**config.mk**
```make
export PLATFORM = sky130hd
export DESIGN_NAME = boot_guard
export DESIGN_NICKNAME = d
export VERILOG_FILES = /design/src/rtl/boot_guard_pkg.sv /design/src/rtl/boot_guard_timer.sv /design/src/rtl/boot_guard_lock.sv /design/src/rtl/boot_guard_arb.sv /design/src/rtl/boot_guard.sv
export SDC_FILE = /design/constraint.sdc
export NUM_CORES = 1
export LEC_CHECK = 0
export ABC_AREA = 0
export CORE_AREA = 8 8 45 47
export DETAILED_ROUTE_END_ITERATION = 6
export DIE_AREA = 0 0 53 55
export PLACE_DENSITY = 0.73
export SLEW_MARGIN = 20
export SYNTH_ARGS = -nofsm -noshare
export SYNTH_HDL_FRONTEND = slang
export SYNTH_SLANG_ARGS = --single-unit
export TNS_END_PERCENT = 5
```
**constraint.sdc**
```tcl
create_clock -name clk -period 2 [get_ports clk]
set_clock_uncertainty 0.15 [all_clocks]
set_input_delay 0.3 -clock clk [delete_from_list [all_inputs] [get_ports clk]]
set_output_delay 0.3 -clock clk [all_outputs]
set_load 0.01 [all_outputs]
```
**src/rtl/boot_guard_pkg.sv**
```systemverilog
// Package: shared field positions for the boot guard register.
// Assumes a register at least two bits wide.
package boot_guard_pkg;
    localparam int LOCK_POS = 0;   // write-ones lock bit
    localparam int PRE_POS  = 1;   // read-only pre-boot status
endpackage

```
**src/rtl/boot_guard_timer.sv**
```systemverilog
// Pre-boot window counter: counts clocks after reset up to CYCLES, then saturates.
// Assumes CYCLES >= 1; window flag is high while the count is below CYCLES.
module boot_guard_timer #(
    parameter int CYCLES = 60
) (
    input  logic clk,
    input  logic rst_n,
    output logic in_window
);
    localparam int CW = $clog2(CYCLES + 1);
    localparam logic [CW-1:0] LAST = CW'(CYCLES);

    logic [CW-1:0] cnt_q;

    // Count up from reset and hold at the terminal value.
    always_ff @(posedge clk) begin
        if (!rst_n)
            cnt_q <= '0;
        else if (cnt_q != LAST)
            cnt_q <= cnt_q + 1'b1;
    end

    // Window is open until the terminal count is reached.
    always_comb in_window = (cnt_q != LAST);
endmodule

```
**src/rtl/boot_guard_lock.sv**
```systemverilog
// Set-only security lock: a write of one sets it, only reset clears it.
// Assumes the write strobe is synchronous to clk.
module boot_guard_lock (
    input  logic clk,
    input  logic rst_n,
    input  logic set_req,
    output logic locked
);
    // Sticky lock flop.
    always_ff @(posedge clk) begin
        if (!rst_n)
            locked <= 1'b0;
        else if (set_req)
            locked <= 1'b1;
    end
endmodule

```
**src/rtl/boot_guard_arb.sv**
```systemverilog
// Access decision: grants or denies debug requests in the same cycle.
// Assumes inputs are stable around the clock edge; purely combinational.
module boot_guard_arb (
    input  logic in_window,
    input  logic locked,
    input  logic dbg_en,
    input  logic dbg_req,
    input  logic dbg_bulk_erase,
    output logic dbg_grant,
    output logic dbg_deny,
    output logic code_rd_ok
);
    logic port_open;

    // Decide port availability, then answer the request.
    always_comb begin
        port_open  = dbg_en && !in_window;
        dbg_grant  = dbg_req && port_open && (!locked || dbg_bulk_erase);
        dbg_deny   = dbg_req && !dbg_grant;
        code_rd_ok = port_open && !locked;
    end
endmodule

```
**src/rtl/boot_guard.sv**
```systemverilog
// Boot guard top: pre-boot debug blackout, set-only security lock and debug gate.
// Assumes a synchronous active-low reset and REG_W >= 2.
module boot_guard
    import boot_guard_pkg::*;
#(
    parameter int PREBOOT_CYCLES = 60,
    parameter int REG_W          = 8
) (
    input  logic             clk,
    input  logic             rst_n,
    input  logic             reg_wr_en,
    input  logic [REG_W-1:0] reg_wr_data,
    output logic [REG_W-1:0] reg_rd_data,
    output logic             preboot,
    input  logic             dbg_en,
    input  logic             dbg_req,
    input  logic             dbg_bulk_erase,
    output logic             dbg_grant,
    output logic             dbg_deny,
    output logic             code_rd_ok
);
    logic locked;
    logic in_window;
    logic unused_wr_bits;

    boot_guard_timer #(.CYCLES(PREBOOT_CYCLES)) u_timer (
        .clk       (clk),
        .rst_n     (rst_n),
        .in_window (in_window)
    );

    boot_guard_lock u_lock (
        .clk     (clk),
        .rst_n   (rst_n),
        .set_req (reg_wr_en && reg_wr_data[LOCK_POS]),
        .locked  (locked)
    );

    boot_guard_arb u_arb (
        .in_window      (in_window),
        .locked         (locked),
        .dbg_en         (dbg_en),
        .dbg_req        (dbg_req),
        .dbg_bulk_erase (dbg_bulk_erase),
        .dbg_grant      (dbg_grant),
        .dbg_deny       (dbg_deny),
        .code_rd_ok     (code_rd_ok)
    );

    // Only the lock bit of the write data is used.
    assign unused_wr_bits = ^{reg_wr_data[REG_W-1:1]};

    // Assemble the read view of the register.
    always_comb begin
        reg_rd_data           = '0;
        reg_rd_data[LOCK_POS] = locked;
        reg_rd_data[PRE_POS]  = in_window;
        preboot               = in_window;
    end
endmodule

```
# ---- After elaboration in Yosys (flattened, before gate mapping)
# Cells that the tools add are included.
dict set report word_totals {
  reg_bits 7
  inputBits 14
  out_inout_bits 12
  wordCells 14
}
dict set report classes {
  n_addsub 1
  n_eq_ne 1
  n_reduce_logical 10
}
# op n
set op_table {}
lappend op_table {{adder 6 x 1 -> 6 bit, second input constant} 1}
lappend op_table {{logical AND 1 bit} 6}
lappend op_table {{inequality test 6 bit, second input constant} 1}
lappend op_table {{zero test 1 bit} 3}
lappend op_table {{logical OR 1 bit} 1}

# ---- Logic depth before layout (Yosys ltp)
# Gate-level depths: netlist of the first run.
dict set report logic_depth {
  word_depth 7
  depth_mapped 6
  mapped_depth_nobuf 5
}

# ---- Hierarchy
# Synthesis of the first run repeated with hierarchy kept, for this count alone.
dict set report unflattened {
  hier_cells 49
  area_unflattened_um2 445.4
}
# mod instances cells_per_inst area_per_inst_um2 seq_area_each_um2
set by_module_without_submodules {}
lappend by_module_without_submodules {boot_guard_timer 1 32 299.0 120.1}
lappend by_module_without_submodules {boot_guard 1 10 70.1 0.0}
lappend by_module_without_submodules {boot_guard_arb 1 5 48.8 0.0}
lappend by_module_without_submodules {boot_guard_lock 1 2 27.5 20.0}

# ---- Worst setup path after synthesis of the first run
# Ideal clock, no wire load.
dict set report synth_timing {
  kind {register to output}
  start {register u_timer.cnt_q[0]}
  end {output dbg_deny}
  t_arrival_ps 1183
  required_ps 1550
  path_slack_ps 367
  stages_incl_launch_ff 6
  n_path_buf 0
  cell_sequence {dfxtp_1 > inv_1 > ha_1 > nand2_1 > nor2_8 > a31oi_1}
}
dict set report synth_between {
  elab_chain_cells 7
}
# element line_no
set synth_lines {}
lappend synth_lines {{start: declaration} boot_guard_timer.sv:13} ;# logic [CW-1:0] cnt_q;
lappend synth_lines {{start signal: assignment} boot_guard_timer.sv:20} ;# cnt_q <= cnt_q + 1'b1;
lappend synth_lines {{inequality test 6 bit} boot_guard_timer.sv:24} ;# always_comb in_window = (cnt_q != LAST);
lappend synth_lines {{zero test 1 bit} boot_guard_arb.sv:17} ;# port_open = dbg_en && !in_window;
lappend synth_lines {{logical AND 1 bit} boot_guard_arb.sv:17}
lappend synth_lines {{logical AND 1 bit (2 in series)} boot_guard_arb.sv:18} ;# dbg_grant = dbg_req && port_open && (!locked || dbg_bulk_erase);
lappend synth_lines {{zero test 1 bit} boot_guard_arb.sv:19} ;# dbg_deny = dbg_req && !dbg_grant;
lappend synth_lines {{logical AND 1 bit} boot_guard_arb.sv:19}
lappend synth_lines {{end: declaration} boot_guard.sv:19} ;# output logic dbg_deny,
# No other way between the ends.

# ---- Final worst setup path of the first run
dict set report layout_timing {
  start {register u_timer.cnt_q[0]}
  end {output code_rd_ok}
}
dict set report layout_between {
  elab_chain_cells 4
}
# element line_no
set layout_lines {}
lappend layout_lines {{inequality test 6 bit} boot_guard_timer.sv:24}
lappend layout_lines {{zero test 1 bit} boot_guard_arb.sv:17}
lappend layout_lines {{logical AND 1 bit} boot_guard_arb.sv:17}
lappend layout_lines {{logical AND 1 bit} boot_guard_arb.sv:20} ;# code_rd_ok = port_open && !locked;
lappend layout_lines {{end: declaration} boot_guard.sv:20} ;# output logic code_rd_ok
# No other way between the ends.

==> results of run 1 <==
state kept, by name (all words and copies together) (netlist names):
| register | cells |
|---|---|
| u_lock.locked | 1 |
| u_timer.cnt_q | 6 |
final cells by class:
type                       instances  area (um^2)  area share
multi-input combinational         34          262       0.422
timing repair buffer              18          156       0.253
sequential                         7          140       0.226
clock buffer                       4         26.3      0.0424
tap                               16         20.0      0.0323
inverter                           4         15.0      0.0242
worst min-delay path: cells and delay by family (launching register included):
kind	cells	cell delay, ps
flip-flops	1	360
AND/OR/NAND/NOR	1	90
AO/OA/AOI/OAI	1	60
layout by cell type (no fill, tap or decap), types with 2 or more instances in the layout:
| cell type | netlist | final |
|---|---|---|
| and3b_1 | 2 | 2 |
| buf_4 | 8 | 6 |
| clkbuf_4 | 0 | 3 |
| clkdlybuf4s50_1 | 0 | 7 |
| conb_1 | 1 | 6 |
| dfxtp_1 | 7 | 7 |
| dlygate4sd2_1 | 0 | 3 |
| inv_1 | 4 | 4 |
| nand2_1 | 3 | 2 |
| nand3_1 | 2 | 2 |
| o21a_1 | 2 | 2 |
report_power, final:
part | switching, mW | total [mW] | internal (mW) | leakage (nW)
clock network | 0.0496 | 0.126 | 0.0760 | 0.0150
registers | 0.00552 | 0.152 | 0.146 | 0.0573
logic | 0.0259 | 0.0584 | 0.0325 | 0.222
worst paths after layout:
| check | slack (ps) | cells after the start | to |
|---|---|---|---|
| max | 100 | 6 | code_rd_ok |
| min | 400 | 2 | u_lock.locked$_SDFFE_PN0P_ |
| max reg2reg | 590 | 6 | u_timer.cnt_q[0]$_SDFFE_PN0P_ |
| min reg2reg | 400 | 2 | u_lock.locked$_SDFFE_PN0P_ |
per-stage QoR:
stage / area [um^2] / hold slack, ps / setup WS (ps)
after floorplan: 472 / 267 / 367
after global placement: 597 / 387 / -10.8
after detailed placement: 597 / 393 / -49.7
after CTS: 619 / 405 / 25.7
after global routing: 619 / 441 / 16.5
final: 619 / 396 / 103
metal layers:
| metal | track usage | vias up | wire (um) |
|---|---|---|---|
| met3 | 0.0508 | 2 | 166 |
| li1 | - | 189 | - |
| met2 | 0.127 | 21 | 397 |
| met1 | 0.0502 | 172 | 354 |
| met5 | 0 | - | 0 |
| met4 | 0.0388 | 0 | 18 |
cells by family (layout without fill, tap and decap cells):
logic type	after synthesis	after routing	synth area share
simple gates	16	16	0.285
xor+xnor	2	2	0.0387
mux	1	1	0.0221
compound gates	7	7	0.116
flops	7	7	0.309
fa+ha+maj	2	2	0.0552
other cells	1	6	0.00828
buf+inv	12	26	0.166
==> run summary, run 1 <==
The floorplan step defined a die boundary enclosing 2920 um^2. The repair_antennas step left the layout with diodes totalling 0. From left edge to right edge, the die measures 53 um. 26 I/O pins were placed.

Among all flip-flop cells after synthesis, the most frequent one is dfxtp_1. The tools report the overall routing resource usage as 0.0689. The layout-stage area growth over the synthesis result came out at 36.7%. The tool flagged a number of max-cap violations equal to 0. Adding up every negative setup slack in the final design gives 0 ps.

Using the TritonRoute via totals, the vias-per-cell ratio works out to 4.63. The tools report the number of DRC markers in iteration 0 as 3. The routed layout has 384 vias. The maximum fanout encountered on the critical timing path was 5; the cts-stage hold buffer count was 0.

The floorplan has 14 rows. The number of H-tree levels is 1. The tools report the number of pins exceeding their max-slew limit in the final report as 0.

For this run, the top clock speed supported by timing is 527 MHz. The flow ran to the end, and the final reports show no timing, DRC or antenna violations. The number of hold-slack violations in the final timing report was 0. The mapped netlist covers 453 um^2.

The final layout contains routed wiring with a total length of 936 um. The run gives 1550 ps as the required time at the worst-slack endpoint. Among all stages on the critical path, the largest delay is contributed by dfxtp_1. The worst-case clock buffer depth is 2, and the port buffer count is 12. The run gives 0.309 as the proportion of synthesized chip area in sequential cells. Cell family contributing the most delay on the critical path: simple AND/OR/NAND/NOR gates.

Clock-pin slew was measured on the worst setup and hold paths at 50 ps. TritonCTS built the clock tree. The clock reaches the later pin of the worst-skew pair after 250 ps. The fraction of final layout cells with drive strength greater than 1 works out to 0.254.

Final-report setup violation count: 0. Once placement completed, the tool counted placed cells totaling 79. The region available for standard cell placement spans 1380 um^2. The total clock buffers created by CTS was 3. The tree is rooted in a clkbuf_4. Counting the fill cells in the layout gives 153. The clock period minus worst slack works out to 1900 ps. The logs give 0 for the number of nets still failing antenna checks after routing and 0 for the overall overflow remaining after global route.

STA puts the critical path data arrival time at 1450 ps. In this run the mean area of a mapped cell was 9.44 um^2. Launching element type of the critical path: a register.

Number of synthesized flops with an enable pin: 0. The cell with the most instances after synthesis was buf_4. The worst setup path is captured at an output port. For this run, design rule violations remaining after detail routing come to 0. The number of post-CTS setup repair buffers was 0. Setup repair after global routing left no endpoint under its margin. Ranked by total cell area, the synthesized netlist is headed by dfxtp_1 (31%), buf_4 (13%), ha_1 (5.5%), nor2_8 (4.4%), and3b_1 (3.9%). The final layout contains 84 nets.

Final cycle utilization of the critical path: 0.949. The first-pass GRT wire length came out at 1460 um. Entering global routing, the biggest net connects 9 pins. The logs give 764 um for the HPWL after detailed placement and 0 for the initial antenna violation count. The run gives 399 as the number of global-route vias before repair.

The critical path contains buffers and inverters numbering 2 combined. Ranked by instance count, the synthesized netlist is headed by buf_4 (8), dfxtp_1 (7), inv_1 (4). In this run, synthesis produced a sequential element count of 7.

The most critical setup path has its startpoint at u_timer.cnt_q[0]$_SDFFE_PN0P_. In this run the most critical hold path is launched from u_lock.locked$_SDFFE_PN0P_. The count of placed standard cells in the final layout, fillers left out was 83.

The area share of the leading cell type in the synthesized netlist is 0.309. For the final core area utilization, the log shows 0.448. The maximum vdd drop came out at 0.524 mV. The run gives 0.327 as the initial core utilization. The fraction of synthesis flops using an asynchronous set or reset pin works out to 0.

For the number of sinks driven by the clock tree, the log shows 7. The critical register-to-register path startpoint was u_timer.cnt_q[0]$_SDFFE_PN0P_. Class of the most critical setup path: reg -> out. At the end of routability-driven placement, the weighted congestion stood at 0.762. The cell taking the most area after synthesis is dfxtp_1.

In this design, the stage delay of the slowest critical-path cell is 310 ps. The die is 55 um tall. The average wire length per cell after detail routing came out at 11.3 um. Type of the worst min-delay path: reg -> reg. The critical path goes through inv_1 > ha_2 > nand2_2 > nor2_8 > and3b_1 > clkdlybuf4s15_1.

The power per cell area is 542 nW/um^2. Once the clock tree was built, the resizer swapped 6 gates to a different size. The number of warnings issued by yosys is 0, and the static leakage is 0.294 nW. Overall power consumption after layout is estimated at 0.336 mW. After technology mapping, the gate count stands at 48.

The first TritonRoute pass finished after 3 iterations. The count of unique library cells instantiated by Yosys came out at 26.
Power figures use the tool's default switching activity.
==> inputs of run 2 (changes only) <==
- PLACE_DENSITY: 0.73 -> 0.76
==> run 2 against run 1 <==
Wire length is 2.8% lower. Cell area stayed put. Utilization stayed put.
==> run summary, run 2 (synthesized netlist as in run 1, its figures left out) <==
The run finished with clean final reports. The floorplan step set the die height to 55 um. The root buffer cell chosen for the clock tree is clkbuf_4. For the finished layout, the period the worst path requires is 1900 ps. Clock latency on the worst-skew pair, taken at its later pin, is 250 ps.

The number of post-CTS setup repair buffers was 0; the total power draw was 0.339 mW. For the number of nets still failing antenna checks after routing, the log shows 0. The number of pins exceeding their max-slew limit in the final report is 0, and the maximum fanout encountered on the critical timing path is 5.

Across the run, the number of max-cap violations was 0. The first global-routing pass estimated 1370 um of wire. The logs give 0.379 for the clock group share of total power and 910 um for the total length of routed wires. Entering global routing, the biggest net connects 9 pins. The port buffer count is 12. The logs give 0 for the number of hold-slack violations in the final timing report and 396 ps for the worst hold margin. The largest stage delay on the critical path is 310 ps, and the number of antenna repair diodes is 0. The final cycle utilization of the critical path came out at 0.952. Walking the worst path, the cells encountered are inv_1 > ha_2 > nand2_2 > nor2_8 > and3b_1 > clkdlybuf4s15_1.

The initial antenna violation count came out at 0. The class of the most critical setup path is reg -> out. TritonCTS built the clock tree. The part of the power in registers was 0.447. The number of global-route vias before repair came out at 360.

After legalization and detailed placement, the total HPWL measured 712 um. The first-pass iteration count of the detailed router is 3. The detailed router placed 368 vias in this run. After detailed routing, the number of vias per cell comes to 4.43. Fill cells in the final layout number 140.

The number of DRC markers in iteration 0 came out at 4. The overall routing resource usage was 0.0646. The number of H-tree levels is 1, and the required time at the worst-slack endpoint is 1550 ps. VDD sags by at most 0.319 mV. The type of destination of the critical path was an output port. The type of the worst min-delay path is reg -> reg. The worst path setup slack after routing was 96.6 ps.

The arrival time of data at the critical path endpoint was 1450 ps; the cts-stage hold buffer count was 0. Among all stages on the critical path, the largest delay is contributed by dfxtp_1. Global routing finished with a remaining overflow of 0. The die covers 2920 um^2. The tools report the initial core utilization as 0.327.

The number of placed instances, taps included is 79. Broken down by cell family, the worst path's largest delay share belongs to simple AND/OR/NAND/NOR gates. The total clock buffers created by CTS came out at 3. The library cells used most frequently in the layout, excluding fill and tap cells, are clkdlybuf4s50_1 (7), dfxtp_1 (7), conb_1 (6), buf_4 (6), inv_1 (4). In the final layout, the registers with the most flip-flops are u_timer.cnt_q: 6 flops, u_lock.locked: 1 flops. The logs give 0.783 for the final weighted congestion of routability-driven global placement and 83 for the count of placed standard cells in the final layout, fillers left out.

The number of sinks driven by the clock tree came out at 7. The average wire length per cell after detail routing was 11.0 um; the post-detailed-placement cell area was 597 um^2. In the final design database the tool counted 84 nets. In this run the deepest clock path goes through 2 buffers. The static leakage was 0.294 nW; the design internal power was 0.255 mW. Placeable core area: 1380 um^2. Timing analysis after detailed placement gives a worst setup slack of -30.6 ps. The die is 53 um wide. Ranked by flip-flop count, first place goes to u_timer.cnt_q. The critical path contains buffers and inverters numbering 2 combined. The switching portion of total power came out at 0.247.

After routing the design area is 619 um^2. The maximum clock frequency is 525 MHz. The final core area utilization was 0.448; the final-report setup violation count was 0.

The number of flip-flops in the largest register is 6, and the number of primary I/O pins is 26. The fraction of final layout cells with drive strength greater than 1 is 0.254. After routing, the total negative slack on setup checks comes to 0 ps.

The clock-pin transition on the worst setup and hold timing paths works out to 50 ps. STA classifies the critical path startpoint as a register. The power per cell area came out at 547 nW/um^2. The number of gates resized after CTS was 6.

The combinational cell fraction of total power is 0.174, and the site row count is 14. The layout-stage area growth over the synthesis result was 36.7%; the number of DRC violations after detailed routing was 0. The tools report the total net switching power as 0.0835 mW.
==> run 2: cell counts in the layout (fill, tap and decap cells not counted) <==
No cell type changed its count.
==> run 2: power by group through the flow <==
stage / Combinational (mW) / Clock (mW) / Sequential (mW)
after floorplan: 0.0339 / 0 / 0.156
after global placement: 0.0563 / 0 / 0.154
after detailed placement: 0.0574 / 0 / 0.154
after CTS: 0.0577 / 0.136 / 0.151
after global routing: 0.0670 / 0.144 / 0.152
final: 0.0588 / 0.128 / 0.151
==> run 2: path summary, 6_finish.rpt <==
kind	from	depth (start not counted)	slack, ps	endpoint
max reg2reg	u_timer.cnt_q[0]$_SDFFE_PN0P_	6	590	u_timer.cnt_q[0]$_SDFFE_PN0P_
max	u_timer.cnt_q[0]$_SDFFE_PN0P_	6	100	code_rd_ok
min reg2reg	u_lock.locked$_SDFFE_PN0P_	2	400	u_lock.locked$_SDFFE_PN0P_
min	u_lock.locked$_SDFFE_PN0P_	2	400	u_lock.locked$_SDFFE_PN0P_
==> run 2: final cells by class <==
cell class	instances	area (um^2)	share of cell area
Timing Repair Buffer	18	156	0.253
Clock buffer	4	26.3	0.0424
Sequential cell	7	140	0.226
Multi-Input combinational cell	34	262	0.422
Inverter	4	15.0	0.0242
Tap cell	16	20.0	0.0323
==> run 2: tightest hold or removal path: stages, from the launching register on <==
cell	delay (ps)
dfxtp_1	360
a21oi_1	60
nor2b_1	90
==> run 2: metal layers <==
layer	up-vias	share of wire	track usage
met5	-	0	0
met4	0	0	0.0259
met3	0	0.20	0.0481
met2	21	0.42	0.113
met1	160	0.38	0.0550
li1	187	-	-
==> inputs of run 3 (changes only) <==
- CORE_AREA: 8 8 45 47 -> not set
- CORE_MARGIN: not set -> 8
- CORE_UTILIZATION: not set -> 32
- DIE_AREA: 0 0 53 55 -> not set
- HOLD_SLACK_MARGIN: not set -> 0.02
- PLACE_DENSITY: 0.76 -> 0.75
- clock period: 2 -> 1.5 ns (I/O delays scaled with it)
==> run 3 against run 2 <==
The run now ends with negative setup slack left. Via count increased by 12%. First-iteration DRC count increased by 100%. Final cell count increased by 8.4%. Count of clock-buffer cells in the layout unchanged. Utilization increased by 7.2 points. Flip-flop and latch count unchanged. Combinational power increased by 77%. Worst setup slack got worse by 250 ps. Sequential power increased by 34%. Hold slack improved by 66 ps. Register-to-register slack got worse by 480 ps.
==> run summary, run 3 (synthesized netlist as in run 1, its figures left out) <==
The tools report the overall routing resource usage as 0.0861. For this design, the sink count on the clock tree is 7. Maximum vdd drop: 0.471 mV.

STA classifies the critical path endpoint as an output port. Among all stages on the critical path, the largest delay is contributed by dfxtp_2. In this run the deepest clock path goes through 2 buffers. Maximum clock frequency: 604 MHz. The number of global-route vias before repair is 464. The flow ran to the end, but the final reports show violations. The first-pass GRT wire length was 1870 um. The run gives 2880 um^2 as the area of the die. The layout-stage area growth over the synthesis result was 51.1%.

The initial core utilization was 0.344. The number of H-tree levels is 1, and the number of DRC violations after detailed routing is 0. The later-pin clock latency in the skew report came out at 250 ps.

The worst hold margin was 462 ps; the initial antenna violation count was 0. The largest stage delay on the critical path came out at 320 ps. After clock tree synthesis, the clock-pin slew on the worst setup and hold paths is 50 ps.

The number of placed instances, taps included was 83. After filler insertion, the fill cell instance count of the layout stands at 123. Class of the most critical setup path: reg -> out.

For the total length of routed wires, the log shows 1140 um. HPWL after detailed placement: 861 um. The number of primary I/O pins is 26, and the first-pass iteration count of the detailed router is 2. The path class of the tightest hold or removal check is reg -> reg.

For the worst setup path, the data required time is 1120 ps. Setup violations remaining at the end of the flow were counted as 5. The tools report the vias after detailed routing as 411. The critical path contains buffers and inverters numbering 2 combined.

The tools report the number of hold-slack violations in the final timing report as 0. Number of nets in the finished design: 92. Setup repair after global routing could not meet its margin everywhere. The design draws 0.479 mW. The cts-stage hold buffer count was 0; the average wire length per cell after detail routing was 12.6 um. Final core area utilization: 0.519.

The checks that failed: negative setup slack. The cell family contributing the most delay on the critical path was simple AND/OR/NAND/NOR gates. Fraction of final layout cells with drive strength greater than 1: 0.453.

The largest registers in the layout are u_timer.cnt_q: 6 flops, u_lock.locked: 1 flops. The core region is 1320 um^2. The worst path setup slack after routing came out at -156 ps. The register with the most flip-flops in the layout has 6 of them. The run gives 0.821 as the final weighted congestion of routability-driven global placement. For this block, the initial DRC count from the detailed router was 8. The y dimension of the die is 53.6 um. The number of antenna repair diodes was 0; the number of pins exceeding their max-slew limit in the final report was 0.

The worst setup path is launched from a register. TritonCTS built the clock tree. The routed via count divided by cell count works out to 4.57.

The library cells used most frequently in the layout, excluding fill and tap cells, are buf_4 (14), conb_1 (6), clkdlybuf4s50_1 (6). Buffers placed on the I/O ports in this run total 12. The horizontal die dimension was 53.6 um. Entering global routing, the biggest net connects 9 pins.

Ranked by flip-flop count, first place goes to u_timer.cnt_q. The overall overflow remaining after global route is 0. Counting the buffers created by CTS gives 3. The signal on the critical path passes through inv_2 > ha_4 > nand2_4 > nor2_8 > and4_1 > buf_2.

For this design the static power due to leakage is 0.348 nW. Max-cap violations in this run came to 0. Leaving out fill and tap cells, the most frequent cell in the layout is buf_4. The number of nets still failing antenna checks after routing is 0, and the count of placed standard cells in the final layout, fillers left out is 90. The maximum fanout encountered on the critical timing path works out to 5. The root buffer cell is clkbuf_4. The run gives 1280 ps as the arrival time of data at the critical path endpoint. The final cycle utilization of the critical path is 1.10, and the power per cell area is 700 nW/um^2. Site row count: 13. After routing, the total negative slack on setup checks comes to -410 ps. The smallest clock period supported by the final layout is computed as 1660 ps.
[run 3: cell count changes in the layout (fill, tap and decap cells not counted), sizes merged]
cell | before | now
clkbuf | 5 | 4
clkdlybuf4s15 | 1 | 0
buf | 6 | 19
dlygate4sd2 | 3 | 1
clkdlybuf4s50 | 7 | 6
[run 3: worst paths after layout]
kind | start | endpoint | slack (ps) | depth (start not counted)
max | u_timer.cnt_q[1]$_SDFFE_PN0P_ | dbg_grant | -160 | 6
min | u_timer.cnt_q[1]$_SDFFE_PN0P_ | u_timer.cnt_q[1]$_SDFFE_PN0P_ | 460 | 3
max reg2reg | u_timer.cnt_q[1]$_SDFFE_PN0P_ | u_timer.cnt_q[0]$_SDFFE_PN0P_ | 110 | 6
min reg2reg | u_timer.cnt_q[1]$_SDFFE_PN0P_ | u_timer.cnt_q[1]$_SDFFE_PN0P_ | 460 | 3
[run 3: cell type report]
class,count,area (um^2),area share
clock buffer,4,26.3,0.0384
inverter,4,15.0,0.0219
multi-input combinational,34,283,0.413
sequential,7,143,0.208
tap,15,18.8,0.0274
timing repair buffer,26,199,0.291
[run 3: what timing repair did]
action	4_1_cts	5_1_grt
resized for setup	28	0
pin swaps	5	0
endpoints found under the setup margin	6	5
buffers inserted	2	1
[run 3: metal layers]
metal,up-vias,share of wire,routed length [um],global-route usage
met5,-,0,0,0
met4,0,0.0053,6,0.0504
met3,2,0.061,69,0.0275
met2,10,0.55,620,0.148
met1,192,0.39,439,0.0899
li1,207,-,-,-
[run 3: metrics by stage]
step / setup WS (ps) / cell area [um^2]
3_5_place_dp: -417 / 642
4_1_cts: -146 / 677
5_1_grt: -202 / 684
6_report: -156 / 684
2_1_floorplan: 35.2 / 480
3_3_place_gp: -393 / 642
[run 3: power by group]
part / switching [mW] / internal (mW)
Clock: 0.0709 / 0.102
Combinational: 0.0457 / 0.0584
Sequential: 0.00678 / 0.196
[run 3: worst min-delay path: stages, from the launching register on]
cell,delay (ps)
dfxtp_2,320
buf_4,140
nand2_1,50
mux2i_1,60
